`config.mk`:
```
export PLATFORM = sky130hd
export DESIGN_NAME = dbr_unit
export DESIGN_NICKNAME = d
export VERILOG_FILES = /design/src/rtl/dbr_pkg.sv /design/src/rtl/dbr_decode.sv /design/src/rtl/dbr_cond.sv /design/src/rtl/dbr_target.sv /design/src/rtl/dbr_seq.sv /design/src/rtl/dbr_unit.sv
export SDC_FILE = /design/constraint.sdc
export NUM_CORES = 1
export LEC_CHECK = 0
export ABC_CLOCK_PERIOD_IN_PS = 4640
export BUFFER_PORTS_ARGS = -buffer_cell sky130_fd_sc_hd__buf_4
export CORE_ASPECT_RATIO = 0.75
export CORE_MARGIN = 10
export CORE_UTILIZATION = 53
export DETAILED_ROUTE_END_ITERATION = 8
export PLACE_DENSITY = 0.92
export REMOVE_ABC_BUFFERS = 1
export SLEW_MARGIN = 15
export SYNTH_ARGS = -nofsm -noshare
export SYNTH_HDL_FRONTEND = slang
export SYNTH_SLANG_ARGS = --single-unit
```
`constraint.sdc`:
```
create_clock -name clk_i -period 4.64 [get_ports clk_i]
set_input_delay 0.232 -clock clk_i [delete_from_list [all_inputs] [get_ports clk_i]]
set_output_delay 0.232 -clock clk_i [all_outputs]
set_load 0.02 [all_outputs]
```
`src/rtl/dbr_pkg.sv`:
```
`timescale 1ns/1ps
package dbr_pkg;
  localparam int unsigned OP_W  = 6;
  localparam int unsigned REG_W = 5;
  localparam int unsigned IMM_W = 16;

  localparam logic [OP_W-1:0] OPC_GTZ  = 6'b000111;
  localparam logic [OP_W-1:0] OPC_GTZL = 6'b010111;
  localparam logic [OP_W-1:0] OPC_LEZ  = 6'b000110;

  typedef enum logic [1:0] {BK_NONE, BK_GTZ, BK_GTZL, BK_LEZ} br_kind_e;
  typedef enum logic [1:0] {ST_IDLE, ST_SLOT, ST_REDIR} seq_state_e;

  typedef struct packed {
    logic [OP_W-1:0]  op;
    logic [REG_W-1:0] rs;
    logic [REG_W-1:0] rt;
    logic [IMM_W-1:0] imm;
  } br_word_t;
endpackage

```
`src/rtl/dbr_decode.sv`:
```
`timescale 1ns/1ps
module dbr_decode
  import dbr_pkg::*;
(
  input  logic             valid_i,
  input  logic [OP_W-1:0]  op_i,
  input  logic [REG_W-1:0] rt_i,
  output logic             fam_o,
  output logic             legal_o,
  output logic             illegal_o,
  output logic             likely_o,
  output logic             lez_o
);
  br_kind_e kind;

  always_comb begin
    unique case (op_i)
      OPC_GTZ:  kind = BK_GTZ;
      OPC_GTZL: kind = BK_GTZL;
      OPC_LEZ:  kind = BK_LEZ;
      default:  kind = BK_NONE;
    endcase
  end

  logic rt_zero;
  assign rt_zero   = (rt_i == '0);
  assign fam_o     = valid_i && (kind != BK_NONE);
  assign legal_o   = fam_o && rt_zero;
  assign illegal_o = fam_o && !rt_zero;
  assign likely_o  = (kind == BK_GTZL);
  assign lez_o     = (kind == BK_LEZ);
endmodule

```
`src/rtl/dbr_cond.sv`:
```
`timescale 1ns/1ps
module dbr_cond #(
  parameter int unsigned XLEN = 32
) (
  input  logic [XLEN-1:0] val_i,
  input  logic            lez_i,
  output logic            cond_o
);
  logic neg, zero;
  assign neg  = val_i[XLEN-1];
  assign zero = (val_i == '0);
  // lez and gtz are exact complements
  assign cond_o = lez_i ? (neg || zero) : !(neg || zero);
endmodule

```
`src/rtl/dbr_target.sv`:
```
`timescale 1ns/1ps
module dbr_target #(
  parameter int unsigned XLEN  = 32,
  parameter int unsigned OFF_W = 16,
  parameter int unsigned SHIFT = 2
) (
  input  logic [XLEN-1:0]  pc_i,
  input  logic [OFF_W-1:0] off_i,
  output logic [XLEN-1:0]  target_o
);
  localparam int unsigned SCALED_W = OFF_W + SHIFT;
  localparam int unsigned INSN_B   = 4;

  logic [SCALED_W-1:0] scaled;
  logic [XLEN-1:0]     disp;
  logic [XLEN-1:0]     slot_pc;

  assign scaled  = {off_i, {SHIFT{1'b0}}};
  assign slot_pc = pc_i + XLEN'(INSN_B);

  generate
    if (XLEN > SCALED_W) begin : g_ext
      assign disp = {{(XLEN-SCALED_W){scaled[SCALED_W-1]}}, scaled};
    end else begin : g_trunc
      assign disp = scaled[XLEN-1:0];
    end
  endgenerate

  // wraps modulo 2^XLEN, no overflow flag
  assign target_o = slot_pc + disp;
endmodule

```
`src/rtl/dbr_seq.sv`:
```
`timescale 1ns/1ps
module dbr_seq
  import dbr_pkg::*;
#(
  parameter int unsigned XLEN = 32
) (
  input  logic            clk_i,
  input  logic            rst_ni,
  input  logic            valid_i,
  input  logic            start_i,
  input  logic            taken_i,
  input  logic            likely_i,
  input  logic            slot_fam_i,
  input  logic [XLEN-1:0] target_i,
  output logic            slot_nullify_o,
  output logic            slot_hazard_o,
  output logic            redirect_valid_o,
  output logic [XLEN-1:0] redirect_pc_o
);
  seq_state_e      state_q, state_d;
  logic            taken_q, likely_q;
  logic [XLEN-1:0] target_q;

  always_comb begin
    state_d = state_q;
    unique case (state_q)
      ST_IDLE:  if (start_i) state_d = ST_SLOT;
      ST_SLOT:  if (valid_i) state_d = taken_q ? ST_REDIR : ST_IDLE;
      ST_REDIR: state_d = ST_IDLE;
      default:  state_d = ST_IDLE;
    endcase
  end

  always_ff @(posedge clk_i or negedge rst_ni) begin
    if (!rst_ni) begin
      state_q  <= ST_IDLE;
      taken_q  <= 1'b0;
      likely_q <= 1'b0;
      target_q <= '0;
    end else begin
      state_q <= state_d;
      if (state_q == ST_IDLE && start_i) begin
        taken_q  <= taken_i;
        likely_q <= likely_i;
        target_q <= target_i;
      end
    end
  end

  logic in_slot;
  assign in_slot          = (state_q == ST_SLOT) && valid_i;
  assign slot_nullify_o   = in_slot && likely_q && !taken_q;
  assign slot_hazard_o    = in_slot && slot_fam_i;
  assign redirect_valid_o = (state_q == ST_REDIR);
  assign redirect_pc_o    = redirect_valid_o ? target_q : '0;


  redir_one_cycle_chk: assert property (@(posedge clk_i) disable iff (!rst_ni)
    redirect_valid_o |=> !redirect_valid_o);

  redir_after_slot_chk: assert property (@(posedge clk_i) disable iff (!rst_ni)
    $rose(redirect_valid_o) |-> $past(in_slot));

  nullify_no_redir_chk: assert property (@(posedge clk_i) disable iff (!rst_ni)
    slot_nullify_o |=> !redirect_valid_o);

  hazard_no_restart_chk: assert property (@(posedge clk_i) disable iff (!rst_ni)
    slot_hazard_o |=> state_q != ST_SLOT);
endmodule

```
`src/rtl/dbr_unit.sv`:
```
`timescale 1ns/1ps
module dbr_unit
  import dbr_pkg::*;
#(
  parameter int unsigned XLEN  = 32,
  parameter int unsigned SHIFT = 2
) (
  input  logic             clk_i,
  input  logic             rst_ni,
  input  logic             instr_valid_i,
  input  logic [31:0]      instr_i,
  input  logic [XLEN-1:0]  pc_i,
  input  logic [XLEN-1:0]  rs_val_i,
  output logic [REG_W-1:0] src_idx_o,
  output logic             branch_o,
  output logic             illegal_o,
  output logic             taken_o,
  output logic [XLEN-1:0]  target_o,
  output logic             slot_nullify_o,
  output logic             slot_hazard_o,
  output logic             redirect_valid_o,
  output logic [XLEN-1:0]  redirect_pc_o
);
  br_word_t word;
  logic     fam, legal, likely, lez, cond;

  assign word      = br_word_t'(instr_i);
  assign src_idx_o = word.rs;

  dbr_decode u_dec (
    .valid_i   (instr_valid_i),
    .op_i      (word.op),
    .rt_i      (word.rt),
    .fam_o     (fam),
    .legal_o   (legal),
    .illegal_o (illegal_o),
    .likely_o  (likely),
    .lez_o     (lez)
  );

  dbr_cond #(.XLEN(XLEN)) u_cond (
    .val_i  (rs_val_i),
    .lez_i  (lez),
    .cond_o (cond)
  );

  dbr_target #(.XLEN(XLEN), .OFF_W(IMM_W), .SHIFT(SHIFT)) u_tgt (
    .pc_i     (pc_i),
    .off_i    (word.imm),
    .target_o (target_o)
  );

  assign branch_o = legal;
  assign taken_o  = legal && cond;

  dbr_seq #(.XLEN(XLEN)) u_seq (
    .clk_i            (clk_i),
    .rst_ni           (rst_ni),
    .valid_i          (instr_valid_i),
    .start_i          (legal),
    .taken_i          (taken_o),
    .likely_i         (likely),
    .slot_fam_i       (fam),
    .target_i         (target_o),
    .slot_nullify_o   (slot_nullify_o),
    .slot_hazard_o    (slot_hazard_o),
    .redirect_valid_o (redirect_valid_o),
    .redirect_pc_o    (redirect_pc_o)
  );


  illegal_excl_chk: assert property (@(posedge clk_i) disable iff (!rst_ni)
    illegal_o |-> !branch_o && !taken_o);

  gtz_zero_chk: assert property (@(posedge clk_i) disable iff (!rst_ni)
    (branch_o && !lez && rs_val_i == '0) |-> !taken_o);

  lez_zero_chk: assert property (@(posedge clk_i) disable iff (!rst_ni)
    (branch_o && lez && rs_val_i == '0) |-> taken_o);
endmodule

```
== Yosys cells after proc, flatten, opt, wreduce, memory -nomap -nowiden ==
Index checks and enable logic that the tools add are counted.
Word-level totals
  output and inout port bits: 75
  bits of input ports: 99
  memories kept: 0
  memory bits (writable): 0
  bits in read-only memories: 0
  bits in latches: 0
  register bits: 36
Operators by class
  divide/modulo/power cells: 0
  $add $sub $neg: 2
  multiplexer cells: 7
  magnitude comparators: 0
  equal/unequal tests: 9
  shift operators: 0
  bitwise logic cells: 0
  multiply operators: 0
  reductions and logical operators: 18
Operators by type and width (count)
  32-bit by 3-bit adder with 32-bit output (second input constant): 1
  32-bit adder: 1
  32-bit logical NOT: 1
  32-bit 2-to-1 mux: 1
  6-bit by 3-bit == test with 1-bit output (second input constant): 2
  1-bit logical AND: 9
  2-bit == test (second input constant): 3
  6-bit by 5-bit == test with 1-bit output (second input constant): 1
  2-bit 2-to-1 mux: 3
  2-bit case mux with 3 select lines: 1
  5-bit logical NOT: 1
  2-bit != test (second input constant): 2
  2-bit case mux with 2 select lines: 1
  1-bit logical NOT: 3
  2-bit by 1-bit == test with 1-bit output (second input constant): 1
  2-bit logical NOT: 1
  2-bit AND reduction: 1
  2-bit nonzero test: 1
  1-bit logical OR: 1
  1-bit 2-to-1 mux: 1

== Logic depth before layout (Yosys ltp) ==
  depth after elaboration: 7
  gate-level depth with buffers: 11
  gate-level depth less buffers: 11

== Hierarchy ==
Synthesis repeated with hierarchy kept, for this count alone.
Second synthesis, totals
  cell total of the unflattened synthesis: 398
  area, all modules: 3759.9 um^2
By module, submodules not included
  dbr_target: times used 1, cells an instance 253, area an instance 1953.1 um^2, seq. area each 0.0 um^2
  dbr_seq: times used 1, cells an instance 117, area an instance 1601.5 um^2, seq. area each 900.9 um^2
  dbr_cond: times used 1, cells an instance 12, area an instance 88.8 um^2, seq. area each 0.0 um^2
  dbr_decode: times used 1, cells an instance 10, area an instance 72.6 um^2, seq. area each 0.0 um^2
  dbr_unit: times used 1, cells an instance 6, area an instance 43.8 um^2, seq. area each 0.0 um^2

== Least setup slack after synthesis ==
OpenSTA, ideal clock, no wires.
  kind: input port to output port
  start point: in instr_i[1]
  end point: out target_o[27]
  required time: 4408 ps
  arrival: 2462 ps
  path slack: 1946 ps
  cell stages on the path: 9
  cell sequence: ha_1 -> ha_1 -> fa_1 -> a211oi_1 -> o211ai_1 -> a21oi_1 -> o21bai_2 -> a21boi_0 -> xnor2_1
On the way
  word-level cells in the longest chain between the ends: 1
RTL lines
  start: declaration: line dbr_unit.sv:11  | input logic [31:0] instr_i,
  32-bit adder: line dbr_target.sv:30  | assign target_o = slot_pc + disp;
  end: declaration: line dbr_unit.sv:18  | output logic [XLEN-1:0] target_o,
Every way passes these cells.

== Final worst setup path ==
Ends and elaborated chain as after synthesis.

==> reports/qor.csv <==
stage,metric,value,unit
yosys,Synth Register Bits,36,
setup_path,WS Path Type,in2out,
power,Sw Pwr,0.524,mW
hold_path,WHS Path Cells,3,
power,Max IR drop VDD,0.150,mV
clock_network,clock buffer depth,2,
yosys,Post-Syn Area,3930,um2
setup_path,slowest CP cell,a21oi_1,
power,Power Density,244,nW/um2
global_routing,Overflow after GRT,0,
setup_path,CP Launch Type,primary input,
yosys,yosys warns,0,
sta,Worst Tran Pin Value,0.726,ns
setup_path,CP endpoint kind,primary output,
sta,fin. max-slew vios,0,
drt,vias post-DR,4208,
yosys,Post-synth top flop,dfrtp_1,
outcome,outcome,finished clean,
power,Clock power frac,22.1,%
final_layout,Fillers,587,
final_layout,register area,901,um2
final_layout,fin nets,784,
sta,RSZ-0062 raised after global routing,false,
sta,final count of negative-setup-slack endpoints,0,
clock_network,post-cts sizing count,0,
floorplanning,total core area,7260,um2
yosys,Post-synth EDFFs,0,
clock_network,Num CTS Buffers,5,
sta,TNS Setup,0,ns
yosys,top cell type's share of synthesized area,22.9,%
sta,max frequency,309,MHz
setup_path,Reg2Reg Depth,3,
setup_path,crit-path max FO,7,
placed_design,Place WS,1.43,ns
drt,antenna-violating nets left,0,
global_routing,first-pass GRT wire length,21.1,mm
final_layout,"most common cell after layout, fill and taps aside",buf_4,
hold_path,Worst Hold Launch,pc_i[0],
power,Power Total,1.28,mW
floorplanning,Row Count,27,
final_layout,Area Overhead vs Synth,34.0,%
floorplanning,die area,11300,um2
sta,minimum clock period,3.24,ns
yosys,ys async rst share,100,%
final_layout,"commonest non-fill, non-tap cells in the layout","buf_4 (164), nand2_1 (70), ha_1 (57)",
placed_design,post-placement cell area,5140,um2
clock_network,clk slew on worst S/H paths,0.08,ns
final_layout,share of cells above drive strength 1,30.9,%
yosys,Syn Inst Count,481,
run,max cap viols,0,
drt,wire length per cell,18.1,um
global_routing,Total GRT Usage,22.4,%
power,Pint,0.761,mW
setup_path,CP cell instances,buf_4 > ha_1 > ha_1 > fa_1 > a211oi_1 > o211ai_1 > a21oi_1 > o21bai_2 > a21boi_0 > xnor2_1 > buf_4,
sta,Clock Skews,0.00392,ns
power,sequential power share,25.4,%
global_routing,antenna violations before repair,0,
setup_path,Worst Path Arrival,3.00,ns
setup_path,Crit path required time,4.41,ns
final_layout,area of the multi-input gates,2840,um2
yosys,cell taking the most area after synthesis,dfrtp_1,
drt,routed vias/inst,5.77,
setup_path,Reg-to-Reg Start,u_seq.state_q[0]$_DFFE_PN0P_,
yosys,post-synthesis sequential area ratio,22.9,%
floorplanning,die width,119,um
placed_design,port buffer count,163,
final_layout,fin area,5270,um2
sta,worst hold slack,0.137,ns
setup_path,RR Endpoint,u_seq.target_q[23]$_DFFE_PN0P_,
yosys,synth unique cells,62,
clock_network,clock sinks,36,
floorplanning,Initial Util,54.1,%
sta,fin worst setup slack,1.40,ns
final_layout,Antenna Cells,0,
power,Comb power frac,52.5,%
floorplanning,Die Ht,94.6,um
floorplanning,io pins,174,
placed_design,DP Wirelength,11.0,mm
hold_path,Hold EP,u_seq.target_q[0]$_DFFE_PN0P_,
drt,final WL,13.2,mm
setup_path,crit-path max cell delay,0.45,ns
placed_design,RePlAce Congestion,0.915,
yosys,syn avg cell area,8.17,um2
drt,DRC,0,
clock_network,worst-skew pair later-pin latency,0.30,ns
clock_network,H-Tree Level Count,2,
sta,final period utilization,69.8,%
clock_network,CTS tree,built,
yosys,largest cells by area after synthesis,"dfrtp_1 (23%), ha_1 (18%), nand2_1 (6.7%), and2_1 (5.9%), a21oi_1 (4.6%)",
global_routing,vias in the first global route,4364,
power,static leakage,2.64,nW
sta,Rel. slew slack,51.1,%
hold_path,Hold Path Class,in2reg,
setup_path,register-to-register setup slack,2.70,ns
power,Sw Ratio,40.8,%
drt,initial drt markers,203,
sta,endpoints failing hold,0,
clock_network,root buffer cell,clkbuf_8,
global_routing,largest net degree at the start of global routing,47,
drt,router iterations before antenna repair,5,
## worst max-delay path by stage
stage / start / to / slack, ns
2_1_floorplan: instr_i[1] / target_o[27] / 1.95
3_3_place_gp: instr_i[1] / target_o[27] / 1.48
3_5_place_dp: instr_i[1] / target_o[27] / 1.43
4_1_cts: instr_i[1] / target_o[27] / 1.44
5_1_grt: instr_i[1] / target_o[27] / 1.26
6_report: instr_i[1] / target_o[27] / 1.40
## sequential cells by signal, indices dropped and copies added (netlist names)
| signal | flops |
|---|---|
| u_seq.likely_q | 1 |
| u_seq.taken_q | 1 |
| u_seq.target_q | 32 |
| u_seq.state_q | 2 |
## stage by stage
step / util [%] / instances
finish: 72.5 / 729
global route: 72.5 / 729
CTS: 72.4 / 729
detailed placement: 70.7 / 720
global placement: 70.7 / 720
floorplan: - / 455
## cell usage after synthesis (11+ instances only)
| library cell | n |
|---|---|
| xnor2_1 | 14 |
| nand2_1 | 70 |
| nor2_1 | 30 |
| o21ai_0 | 20 |
| ha_1 | 57 |
| a21oi_1 | 36 |
| nor4_1 | 11 |
| and2_1 | 37 |
| buf_2 | 12 |
| dfrtp_1 | 36 |
| inv_1 | 11 |
| nor3_1 | 12 |
## power by group through the flow
stage,Combinational (mW),Clock [mW],Sequential [mW]
6_report,0.674,0.285,0.326
5_1_grt,0.728,0.302,0.327
4_1_cts,0.671,0.289,0.326
3_5_place_dp,0.666,0,0.333
3_3_place_gp,0.653,0,0.332
2_1_floorplan,0.391,0,0.331
## cell families (layout without fill, tap and decap cells)
logic type,Yosys count,count (layout),share of synthesized area [%]
buf+inv,37,184,4.90
flops,36,36,22.9
simple gates,206,206,27.1
compound gates,111,111,18.6
fa+ha+maj,58,58,18.7
mux,9,9,2.55
xor+xnor,24,24,5.35
## final cells by class
cell class | instances | share of cell area, %
clock inverter | 3 | 0.808
inverter | 11 | 0.784
tap | 101 | 2.40
multi-input combinational | 408 | 54.0
sequential | 36 | 17.1
timing repair buffer | 165 | 23.6
clock buffer | 5 | 1.31
## timing repair
action,CTS,global route
hold endpoints to repair,36,0
hold buffers,1,0
buffers inserted,0,0
## per-layer routing
metal | GRT usage, % | wire [um] | vias up
li1 | - | - | 2029
met1 | 26.6 | 5580 | 1997
met2 | 40.5 | 6570 | 169
met3 | 5.18 | 897 | 13
met4 | 5.11 | 156 | 0
met5 | 0 | 0 | -
## critical path: cells and delay by family
family / cells / cell delay [ns]
adders and majority gates: 3 / 0.94
AOI/OAI and AO/OA: 5 / 1.43
xor gates and xnor gates: 1 / 0.15
buffers and inverters: 2 / 0.27
Note: power is estimated with default switching activity, not from simulation.
